==> src/rtl/usbport_pkg.sv <==
package usbport_pkg;

    localparam int REG_W    = 16;
    localparam int B_CONN   = 0;
    localparam int B_CONN_C = 1;
    localparam int B_EN     = 2;
    localparam int B_EN_C   = 3;
    localparam int B_LOWSPD = 8;
    localparam int B_BUSRST = 9;

    localparam logic [REG_W-1:0] KEEP_MASK  = 16'h01FB;
    localparam logic [REG_W-1:0] CLR1_MASK  = 16'h000A;
    localparam logic [REG_W-1:0] ABSENT_VAL = 16'hFF7F;

    typedef logic [REG_W-1:0] pword_t;

    typedef struct packed {
        logic   hit;
        pword_t data;
    } wr_req_t;

    typedef struct packed {
        logic attach;
        logic detach;
        logic lowspeed;
    } dev_evt_t;

    function automatic pword_t merge_write(pword_t cur, pword_t wd);
        pword_t v;
        v = (cur & KEEP_MASK) | (wd & ~KEEP_MASK);
        v = v & ~(wd & CLR1_MASK);
        return v;
    endfunction

    function automatic pword_t on_detach(pword_t cur);
        pword_t v;
        v = cur;
        if (v[B_EN]) begin
            v[B_EN]   = 1'b0;
            v[B_EN_C] = 1'b1;
        end
        if (v[B_CONN]) begin
            v[B_CONN]   = 1'b0;
            v[B_CONN_C] = 1'b1;
        end
        return v;
    endfunction

    function automatic pword_t on_attach(pword_t cur, logic ls);
        pword_t v;
        v = cur;
        if (!v[B_CONN]) begin
            v[B_CONN]   = 1'b1;
            v[B_CONN_C] = 1'b1;
        end
        v[B_LOWSPD] = ls;
        return v;
    endfunction

endpackage

==> src/rtl/usbport_cell.sv <==
module usbport_cell
    import usbport_pkg::*;
(
    input  logic     clk,
    input  logic     rst,
    input  logic     ctrl_reset,
    input  wr_req_t  wr,
    input  dev_evt_t evt,
    output pword_t   stat_q,
    output logic     rst_req
);

    logic   present_q;
    pword_t nxt;

    always_comb begin
        nxt = stat_q;
        if (wr.hit)
            nxt = merge_write(nxt, wr.data);
        if (evt.detach)
            nxt = on_detach(nxt);
        if (evt.attach)
            nxt = on_attach(nxt, evt.lowspeed);
        if (ctrl_reset)
            nxt = present_q ? on_attach('0, evt.lowspeed) : '0;
    end

    always_ff @(posedge clk) begin
        if (rst) begin
            stat_q    <= '0;
            present_q <= 1'b0;
            rst_req   <= 1'b0;
        end else begin
            stat_q  <= nxt;
            rst_req <= !ctrl_reset && wr.hit && wr.data[B_BUSRST] && !stat_q[B_BUSRST];
            if (!ctrl_reset) begin
                if (evt.attach)
                    present_q <= 1'b1;
                else if (evt.detach)
                    present_q <= 1'b0;
            end
        end
    end

endmodule

==> src/rtl/usbport_rdmux.sv <==
module usbport_rdmux
    import usbport_pkg::*;
#(
    parameter int NUM_PORTS = 2,
    parameter int IDXW      = 2
) (
    input  pword_t [NUM_PORTS-1:0] regs,
    input  logic   [IDXW-1:0]      rd_idx,
    output pword_t                 rd_data
);

    always_comb begin
        rd_data = ABSENT_VAL;
        for (int i = 0; i < NUM_PORTS; i++) begin
            if (rd_idx == IDXW'(i))
                rd_data = regs[i];
        end
    end

endmodule

==> src/rtl/usb_rootport_regs.sv <==
module usb_rootport_regs
    import usbport_pkg::*;
#(
    parameter int  NUM_PORTS = 2,
    localparam int IDXW      = $clog2(NUM_PORTS) + 1
) (
    input  logic                 clk,
    input  logic                 rst,
    input  logic                 ctrl_reset,
    input  logic                 wr_en,
    input  logic [IDXW-1:0]      wr_idx,
    input  logic [15:0]          wr_data,
    input  logic [IDXW-1:0]      rd_idx,
    output logic [15:0]          rd_data,
    input  logic [NUM_PORTS-1:0] dev_attach,
    input  logic [NUM_PORTS-1:0] dev_detach,
    input  logic [NUM_PORTS-1:0] dev_lowspeed,
    output logic [NUM_PORTS-1:0] bus_reset_req
);

    pword_t [NUM_PORTS-1:0] port_q;

    for (genvar g = 0; g < NUM_PORTS; g++) begin : g_port
        wr_req_t  wr;
        dev_evt_t evt;

        assign wr.hit       = wr_en && (wr_idx == IDXW'(g));
        assign wr.data      = wr_data;
        assign evt.attach   = dev_attach[g];
        assign evt.detach   = dev_detach[g];
        assign evt.lowspeed = dev_lowspeed[g];

        usbport_cell u_cell (
            .clk        (clk),
            .rst        (rst),
            .ctrl_reset (ctrl_reset),
            .wr         (wr),
            .evt        (evt),
            .stat_q     (port_q[g]),
            .rst_req    (bus_reset_req[g])
        );
    end

    usbport_rdmux #(
        .NUM_PORTS (NUM_PORTS),
        .IDXW      (IDXW)
    ) u_rdmux (
        .regs    (port_q),
        .rd_idx  (rd_idx),
        .rd_data (rd_data)
    );

endmodule

==> config.mk <==
export PLATFORM = sky130hd
export DESIGN_NAME = usb_rootport_regs
export DESIGN_NICKNAME = d
export VERILOG_FILES = /design/src/rtl/usbport_pkg.sv /design/src/rtl/usbport_cell.sv /design/src/rtl/usbport_rdmux.sv /design/src/rtl/usb_rootport_regs.sv
export SDC_FILE = /design/constraint.sdc
export NUM_CORES = 1
export LEC_CHECK = 0
export BUFFER_PORTS_ARGS = -buffer_cell sky130_fd_sc_hd__buf_2
export CAP_MARGIN = 15
export CORE_ASPECT_RATIO = 2
export CORE_MARGIN = 5
export CORE_UTILIZATION = 51
export CTS_BUF_LIST = sky130_fd_sc_hd__clkbuf_8
export CTS_CLUSTER_SIZE = 16
export DETAILED_ROUTE_END_ITERATION = 10
export PLACE_DENSITY = 0.85
export SYNTH_ARGS = -nofsm -noshare
export SYNTH_HDL_FRONTEND = slang
export SYNTH_SLANG_ARGS = --single-unit
==> constraint.sdc <==
create_clock -name clk -period 1.6 [get_ports clk]
set_clock_uncertainty 0.15 [all_clocks]
set_input_delay 0.24 -clock clk [delete_from_list [all_inputs] [get_ports clk]]
set_output_delay 0.24 -clock clk [all_outputs]
set_load 0.005 [all_outputs]
==> results of run 1 <==
per-layer routing:
| metal | vias to the layer above | routed length [um] | track usage (%) |
|---|---|---|---|
| li1 | 604 | - | - |
| met1 | 532 | 1142 | 19.62 |
| met2 | 27 | 1648 | 31.28 |
| met3 | 4 | 148 | 1.948 |
| met4 | 0 | 29 | 6.218 |
| met5 | - | 0 | 0 |
flip-flops by register name, indices dropped and copies added (netlist names):
signal	flops
g_port.u_cell.present_q	2
g_port.u_cell.stat_q	24
g_port.u_cell.rst_req	2
placed cells by master (no fill, tap or decap):
cell                       instances
sky130_fd_sc_hd__a21boi_0          2
sky130_fd_sc_hd__a21oi_1          12
sky130_fd_sc_hd__and3b_1           1
sky130_fd_sc_hd__buf_12            1
sky130_fd_sc_hd__buf_2            40
sky130_fd_sc_hd__buf_4             6
sky130_fd_sc_hd__clkbuf_8          3
sky130_fd_sc_hd__conb_1            1
sky130_fd_sc_hd__dfxtp_1          28
sky130_fd_sc_hd__inv_1             7
sky130_fd_sc_hd__mux2i_1          22
sky130_fd_sc_hd__nand2_1          27
sky130_fd_sc_hd__nand2b_1          2
sky130_fd_sc_hd__nand3_1           5
sky130_fd_sc_hd__nand3b_1          1
sky130_fd_sc_hd__nand4_1           3
sky130_fd_sc_hd__nor2_1           16
sky130_fd_sc_hd__nor2b_1           2
sky130_fd_sc_hd__nor3_1            2
sky130_fd_sc_hd__nor3b_2           1
sky130_fd_sc_hd__o211ai_1          2
sky130_fd_sc_hd__o211ai_2          1
sky130_fd_sc_hd__o21a_1            2
sky130_fd_sc_hd__o21ai_0           2
sky130_fd_sc_hd__o31a_1            4
sky130_fd_sc_hd__or2_0             1
sky130_fd_sc_hd__or3_4             1
how the worst min path moves through the flow:
stage | start | endpoint | slack (ns) | cells past startpoint
final | dev_detach[1] | g_port[1].u_cell.stat_q[2] | 0.04 | 2
after global routing | dev_detach[1] | g_port[1].u_cell.stat_q[2] | 0.05 | 2
after CTS | dev_detach[1] | g_port[1].u_cell.stat_q[2] | 0.04 | 2
after detailed placement | g_port[0].u_cell.stat_q[9] | g_port[0].u_cell.rst_req | 0.28 | 1
after global placement | g_port[0].u_cell.stat_q[9] | g_port[0].u_cell.rst_req | 0.27 | 1
after floorplan | dev_detach[1] | g_port[1].u_cell.stat_q[2] | 0.17 | 1
cell families (layout without fill, tap and decap cells):
logic type / Yosys count / count (layout)
other: 1 / 1
muxes: 22 / 22
and+or+nand+nor: 62 / 62
AOI/OAI and AO/OA: 25 / 25
buffers and inverters: 22 / 57
DFF: 28 / 28
Yosys cell counts (all sizes together):
cell,number
clkbuf,5
nand3,5
o21ai,2
or3,1
inv,7
nand2b,2
nor2b,2
conb,1
o21a,2
mux2i,22
and3b,1
nor3b,1
dfxtp,28
nor3,2
a21boi,2
nor2,16
o31a,4
a21oi,12
or2,1
buf,10
nand3b,1
nand2,27
nand4,3
o211ai,3
per-stage QoR:
| stage | utilization, % | worst slack, ns | total power (uW) | cells |
|---|---|---|---|---|
| 2_1_floorplan | - | 0.2422 | 855.2 | 160 |
| 3_3_place_gp | 60.71 | 0.2492 | 935.4 | 220 |
| 6_report | 62.32 | 0.2307 | 1295 | 223 |
| 4_1_cts | 62.32 | 0.2138 | 1302 | 223 |
| 5_1_grt | 62.32 | 0.1566 | 1353 | 223 |
| 3_5_place_dp | 60.71 | 0.2298 | 939.5 | 220 |
power by group through the flow:
stage | sequential (uW) | combinational [uW] | clock, uW
floorplan | 740 | 116 | 0
global placement | 743 | 192 | 0
detailed placement | 743 | 196 | 0
CTS | 727 | 197 | 378
global route | 730 | 220 | 403
finish | 727 | 195 | 372
final cells by class:
type                       count  area share, %
multi-input combinational    110          42.03
sequential                    28          35.00
timing repair buffer          47          16.56
clock buffer                   3          2.578
tap                           28          2.187
inverter                       7          1.641
worst max-delay path: stages, from the launching register on:
cell,delay (ns)
sky130_fd_sc_hd__dfxtp_1,0.34
sky130_fd_sc_hd__inv_1,0.07
sky130_fd_sc_hd__o211ai_1,0.16
sky130_fd_sc_hd__buf_2,0.14
==> implementation parameters, run 1 <==
Parameter                              Value

STA
  Achievable Freq    730.3 MHz
  Final period util    85.58%
  Final setup vio count    0
  Setup_tns    0 ns
  Final critical delay including setup and external delays    1.369 ns
  Hold Violations, Final    0
  Hold Worst Slack    0.04400 ns
  Unrepaired setup endpoints after global routing    no
  Final-report max-slew violation count    0

Floorplanning
  Ports placed on the boundary    48
  Horizontal die dimension    46.47 um
  Initial cell density of the core    52.78%
  Die area    3853 um^2
  Row count    26
  Core Footprint    2570 um^2
  Die Y-Extent    82.93 um

Setup path
  Critical Path AT    0.98 ns
  Logic depth of the worst register-to-register path    3
  CP max FO    2
  Source of the worst register-to-register timing path    g_port[1].u_cell.stat_q[0]
  Element type at the critical path end    output pin
  CP endpoint    rd_data[3]
  Critical path class    reg -> out
  Worst reg2reg path endpoint    g_port[1].u_cell.stat_q[1]
  Critical Path Start Type    flip-flop
  Register-to-register setup slack    0.45 ns
  Data required time of the critical path    1.21 ns
  First element of the critical path    g_port[0].u_cell.stat_q[3]

Logic synthesis
  Synth Instances    160
  Area share of and/or/nand/nor cells after synthesis    21.13%
  Average instance area after synthesis    8.477 um^2
  Proportion of netlist area held by the largest area contributor    41.33%
  #FFs+latches synth    28
  Register area share after synthesis    41.33%
  Largest family of logic cells by synthesized area    simple AND/OR/NAND/NOR gates
  Area leader, netlist    sky130_fd_sc_hd__dfxtp_1
  Post-synthesis share of cell area spent on xor and xnor gates    0%
  Area fraction in compound gates after synthesis    11.99%
  Mapped cell area    1356 um^2
  Number of warnings reported in the yosys synthesis log    0
  Number of distinct library cells after synthesis    27
  Synth Area in Adders    0%
  Proportion of synthesized area in mux cells    16.24%
  Top area cells in the synthesized netlist    sky130_fd_sc_hd__dfxtp_1 41%, sky130_fd_sc_hd__mux2i_1 16%, sky130_fd_sc_hd__nand2_1 7.5%
  Synthesized Nets    190

Run status
  Result of the run    complete, no violations

Layout
  Multi-input logic area    673.1 um^2
  Flip-flop and latch area    560.5 um^2
  Synthesis-to-finish area growth    18.08%
  Net total in the final layout    227
  Share of layout cells above drive strength 1    27.18%
  Post-Layout Inst Area    1602 um^2
  Count of inserted antenna diode cells    0
  Number of filler instances in the final layout    243

Power and ir drop
  Sequential cell fraction of total power    56.1%
  Peak ir drop on the vdd network    0.6427 mV
  Total power density per cell area    808.3 nW/um^2
  Clk network pwr share    28.8%
  Switching share of power    24.49%
  Logic pwr share    15.1%
  Cell internal pwr    977.5 uW
  Leakage power    0.0007233 uW
  Switching power    317.1 uW

Drt
  Routed len/inst    13.31 um
  Number of design-rule violations left by the first detailed-router iteration    24
  Vias    1,167
  Detailed-router iteration count before antenna repair    4
  Number of nets still failing antenna checks after routing    0
  Via density per instance    5.233
  # DRC    0
  Sum of routed wire length over all layers    2.968 mm

Global route
  Wire length of the first global-routing pass    5.181 mm
  Grt total ovfl    0
  Initial antenna violation count    0
  Maximum number of pins on one net before global-route repair    17
  Via count of the first global-routing pass    1,240
  Overall routing resource usage    17.48%

Clock network
  CTS Sinks    28
  Clock tree from TritonCTS    yes
  Maximum count of clock buffers along a single path    2
  CTS Root Buffer Type    sky130_fd_sc_hd__clkbuf_8
  CTS HTree Levels    1
  Number of post-CTS setup repair buffers    0
  Number of gates resized after CTS    0
  Hold buffer count at cts    0
  Clock network latency to the later pin of the worst-skew pair    0.27 ns
  Inserted Clock Buffers    3
  Clk slew on worst S/H paths    0.09 ns

Worst hold path
  Type of the most critical hold path    in -> reg

Place
  Post-placement cell area    1560 um^2
  # port buffers    40
  Weighted congestion at the end of routability-driven global placement    0.7855
  Half-perimeter wire length after detailed placement    2.291 mm

Run
  Number of max-cap violations    0
(Power assumes the default switching activity.)
==> run 2: changes to the inputs <==
- CORE_ASPECT_RATIO: 2 -> unset
- CORE_UTILIZATION: 51 -> 55
- PLACE_DENSITY: 0.85 -> 0.9
- clock period: 1.6 -> 1.7 ns (I/O delays scaled with it)
==> run 2 against run 1 <==
Cell count unchanged. Die area down 7.6%. Combinational power down 8%. Routed wire length up 3.9%. Clock power up 42%. Non-clock buffer count down 3. Via count up 3.1%. Critical path type is now in -> out. Largest cell class unchanged. Largest power group unchanged. Highest routed layer unchanged.
==> implementation parameters, run 2 (synthesis gave the netlist of run 1 again) <==
Parameter                              Value

STA
  Achievable Freq    667.7 MHz
  Unrepaired setup endpoints after global routing    no
  Final critical delay including setup and external delays    1.498 ns
  Hold Violations, Final    0 (unchanged)
  Final setup vio count    0 (unchanged)
  Final period util    88.10%
  Final-report max-slew violation count    0 (unchanged)
  Setup_tns    0 ns (unchanged)

Setup path
  Source of the worst register-to-register timing path    g_port[1].u_cell.stat_q[0]
  Worst reg2reg path endpoint    g_port[1].u_cell.stat_q[1]
  Critical Path AT    1.09 ns (+0.11 ns)
  Critical path class    in -> out
  Buffers & Inverters on Critical Path    2 (unchanged)
  Critical Path Start Type    input pin
  Register-to-register setup slack    0.55 ns (+0.10 ns)
  Data required time of the critical path    1.29 ns (+0.08 ns)
  CP max FO    13 (+11)
  Element type at the critical path end    output pin
  Logic depth of the worst register-to-register path    3 (unchanged)
  Biggest cell delay along the critical path    0.32 ns (-0.02 ns)
  Most frequent cell on the critical path    sky130_fd_sc_hd__buf_2
  CP delay by family, top    buffers and inverters
  CP Cell Sequence    buf_2 -> mux2i_1 -> nand2_1 -> buf_2
  Cell with the largest stage delay on the worst path    sky130_fd_sc_hd__buf_2

Floorplanning
  Die area    3559 um^2 (-7.6%)
  Row count    18 (-31%)
  Initial cell density of the core    56.28% (+3.5 points)
  Core Footprint    2410 um^2 (-6.2%)
  Die Y-Extent    59.66 um (-28%)
  Horizontal die dimension    59.66 um (+28%)
  Ports placed on the boundary    48 (unchanged)

Worst hold path
  Count of cells along the worst hold path    3 (+1)
  Type of the most critical hold path    in -> reg
  Capture endpoint of the worst hold path    g_port[1].u_cell.stat_q[10]
  Hold path start    wr_data[10]

Clock network
  Clock tree from TritonCTS    yes
  Clk slew on worst S/H paths    0.09 ns (about the same)
  Number of post-CTS setup repair buffers    0 (unchanged)
  Maximum count of clock buffers along a single path    2 (unchanged)
  CTS Root Buffer Type    sky130_fd_sc_hd__clkbuf_8
  Clock network latency to the later pin of the worst-skew pair    0.28 ns (about the same)
  Hold buffer count at cts    0 (unchanged)
  CTS HTree Levels    1 (unchanged)
  Number of gates resized after CTS    0 (unchanged)
  Inserted Clock Buffers    3 (unchanged)
  CTS Sinks    28 (unchanged)

Drt
  Detailed-router iteration count before antenna repair    4 (unchanged)
  Via density per instance    5.395 (+3.1%)
  Vias    1,203 (+3.1%)
  Sum of routed wire length over all layers    3.084 mm (+3.9%)
  Number of design-rule violations left by the first detailed-router iteration    54 (+130%)
  Number of nets still failing antenna checks after routing    0 (unchanged)
  Routed len/inst    13.83 um (+3.9%)
  # DRC    0 (unchanged)

Layout
  Final cell count without fillers    223 (unchanged)
  Synthesis-to-finish area growth    17.90%
  Most common library cell in the layout ignoring fill and taps    sky130_fd_sc_hd__buf_2
  Share of layout cells above drive strength 1    26.42% (-0.75 points)
  Net total in the final layout    224 (-1.3%)
  Registers with the most flip-flops    g_port.u_cell.stat_q: 24 flops, g_port.u_cell.present_q: 2 flops, g_port.u_cell.rst_req: 2 flops
  Count of inserted antenna diode cells    0 (unchanged)
  Register containing the most flip-flops in the final layout    g_port.u_cell.stat_q
  Commonest non-fill, non-tap cells in the layout    40 x sky130_fd_sc_hd__buf_2, 28 x sky130_fd_sc_hd__dfxtp_1, 27 x sky130_fd_sc_hd__nand2_1, 22 x sky130_fd_sc_hd__mux2i_1, 16 x sky130_fd_sc_hd__nor2_1
  Largest register FFs    24 (unchanged)
  Post-Layout Inst Area    1599 um^2 (-0.16%)

Global route
  Grt total ovfl    0 (unchanged)
  Initial antenna violation count    0 (unchanged)
  Maximum number of pins on one net before global-route repair    17 (unchanged)
  Wire length of the first global-routing pass    5.106 mm (-1.4%)
  Via count of the first global-routing pass    1,212 (-2.3%)
  Overall routing resource usage    18.66% (+1.2 points)

Power and ir drop
  Total power density per cell area    868.9 nW/um^2 (+7.5%)
  Leakage power    0.0007180 uW (-0.74%)
  Peak ir drop on the vdd network    1.173 mV (+83%)

Place
  Post-placement cell area    1528 um^2 (-2.1%)
  Weighted congestion at the end of routability-driven global placement    0.8036 (+2.3%)
  Post-placement cell count    219 (-0.45%)
  Half-perimeter wire length after detailed placement    2.300 mm (+0.41%)
  # port buffers    40 (unchanged)

Run
  Number of max-cap violations    0 (unchanged)

Run status
  Result of the run    complete, no violations
==> run 2: changes by cell type in the layout (fill, tap and decap cells not counted) <==
cell / delta
sky130_fd_sc_hd__buf_12: -1
sky130_fd_sc_hd__buf_4: -2
sky130_fd_sc_hd__bufinv_16: +1
==> run 2: layout make-up <==
class,instances,area [um^2]
clock buffer,3,41.29
clock inverter,1,30.03
fill,183,810.8
inverter,7,26.28
multi-input combinational,110,673.1
sequential,28,560.5
tap,30,37.54
timing repair buffer,44,230.2
==> run 2: power by group <==
group	internal (uW)	leakage [uW]	switching, uW
sequential	674	0.000228	10.1
clock	316	0.0000357	211
combinational	80.4	0.000455	98.6
total	1070	0.000718	320
==> run 2: worst max path at each step <==
stage,from,to,slack (ns),cells past startpoint
finish,rd_idx[0],rd_data[0],0.20,4
global route,rd_idx[0],rd_data[0],0.14,4
CTS,rd_idx[0],rd_data[0],0.20,4
detailed placement,rd_idx[0],rd_data[0],0.19,4
global placement,rd_idx[0],rd_data[0],0.23,4
floorplan,rd_idx[0],rd_data[10],0.31,4
==> run 2: metal layers <==
| metal | vias up | GRT usage (%) | part of all wire [%] |
|---|---|---|---|
| met5 | - | 0 | 0 |
| li1 | 597 | - | - |
| met1 | 551 | 22.00 | 40 |
| met2 | 47 | 32.10 | 51 |
| met4 | 0 | 8.861 | 1.6 |
| met3 | 8 | 3.672 | 7.4 |
==> run 2: worst min-delay path: cells and delay by family <==
family                 cells  cell delay (ns)
AOI/OAI and AO/OA          1             0.05
buffers and inverters      1             0.11
and+or+nand+nor            1             0.05
==> run 2: through the flow <==
step	total power [uW]	hold WS (ns)	setup slack [ns]	utilization, %
after floorplan	804.9	0.1826	0.3122	-
after global placement	866.3	0.2710	0.2308	63.40
after detailed placement	876.5	0.2767	0.1947	63.40
after CTS	1398	0.05552	0.2022	66.36
after global routing	1452	0.06440	0.1394	66.36
final	1389	0.07169	0.2022	66.36
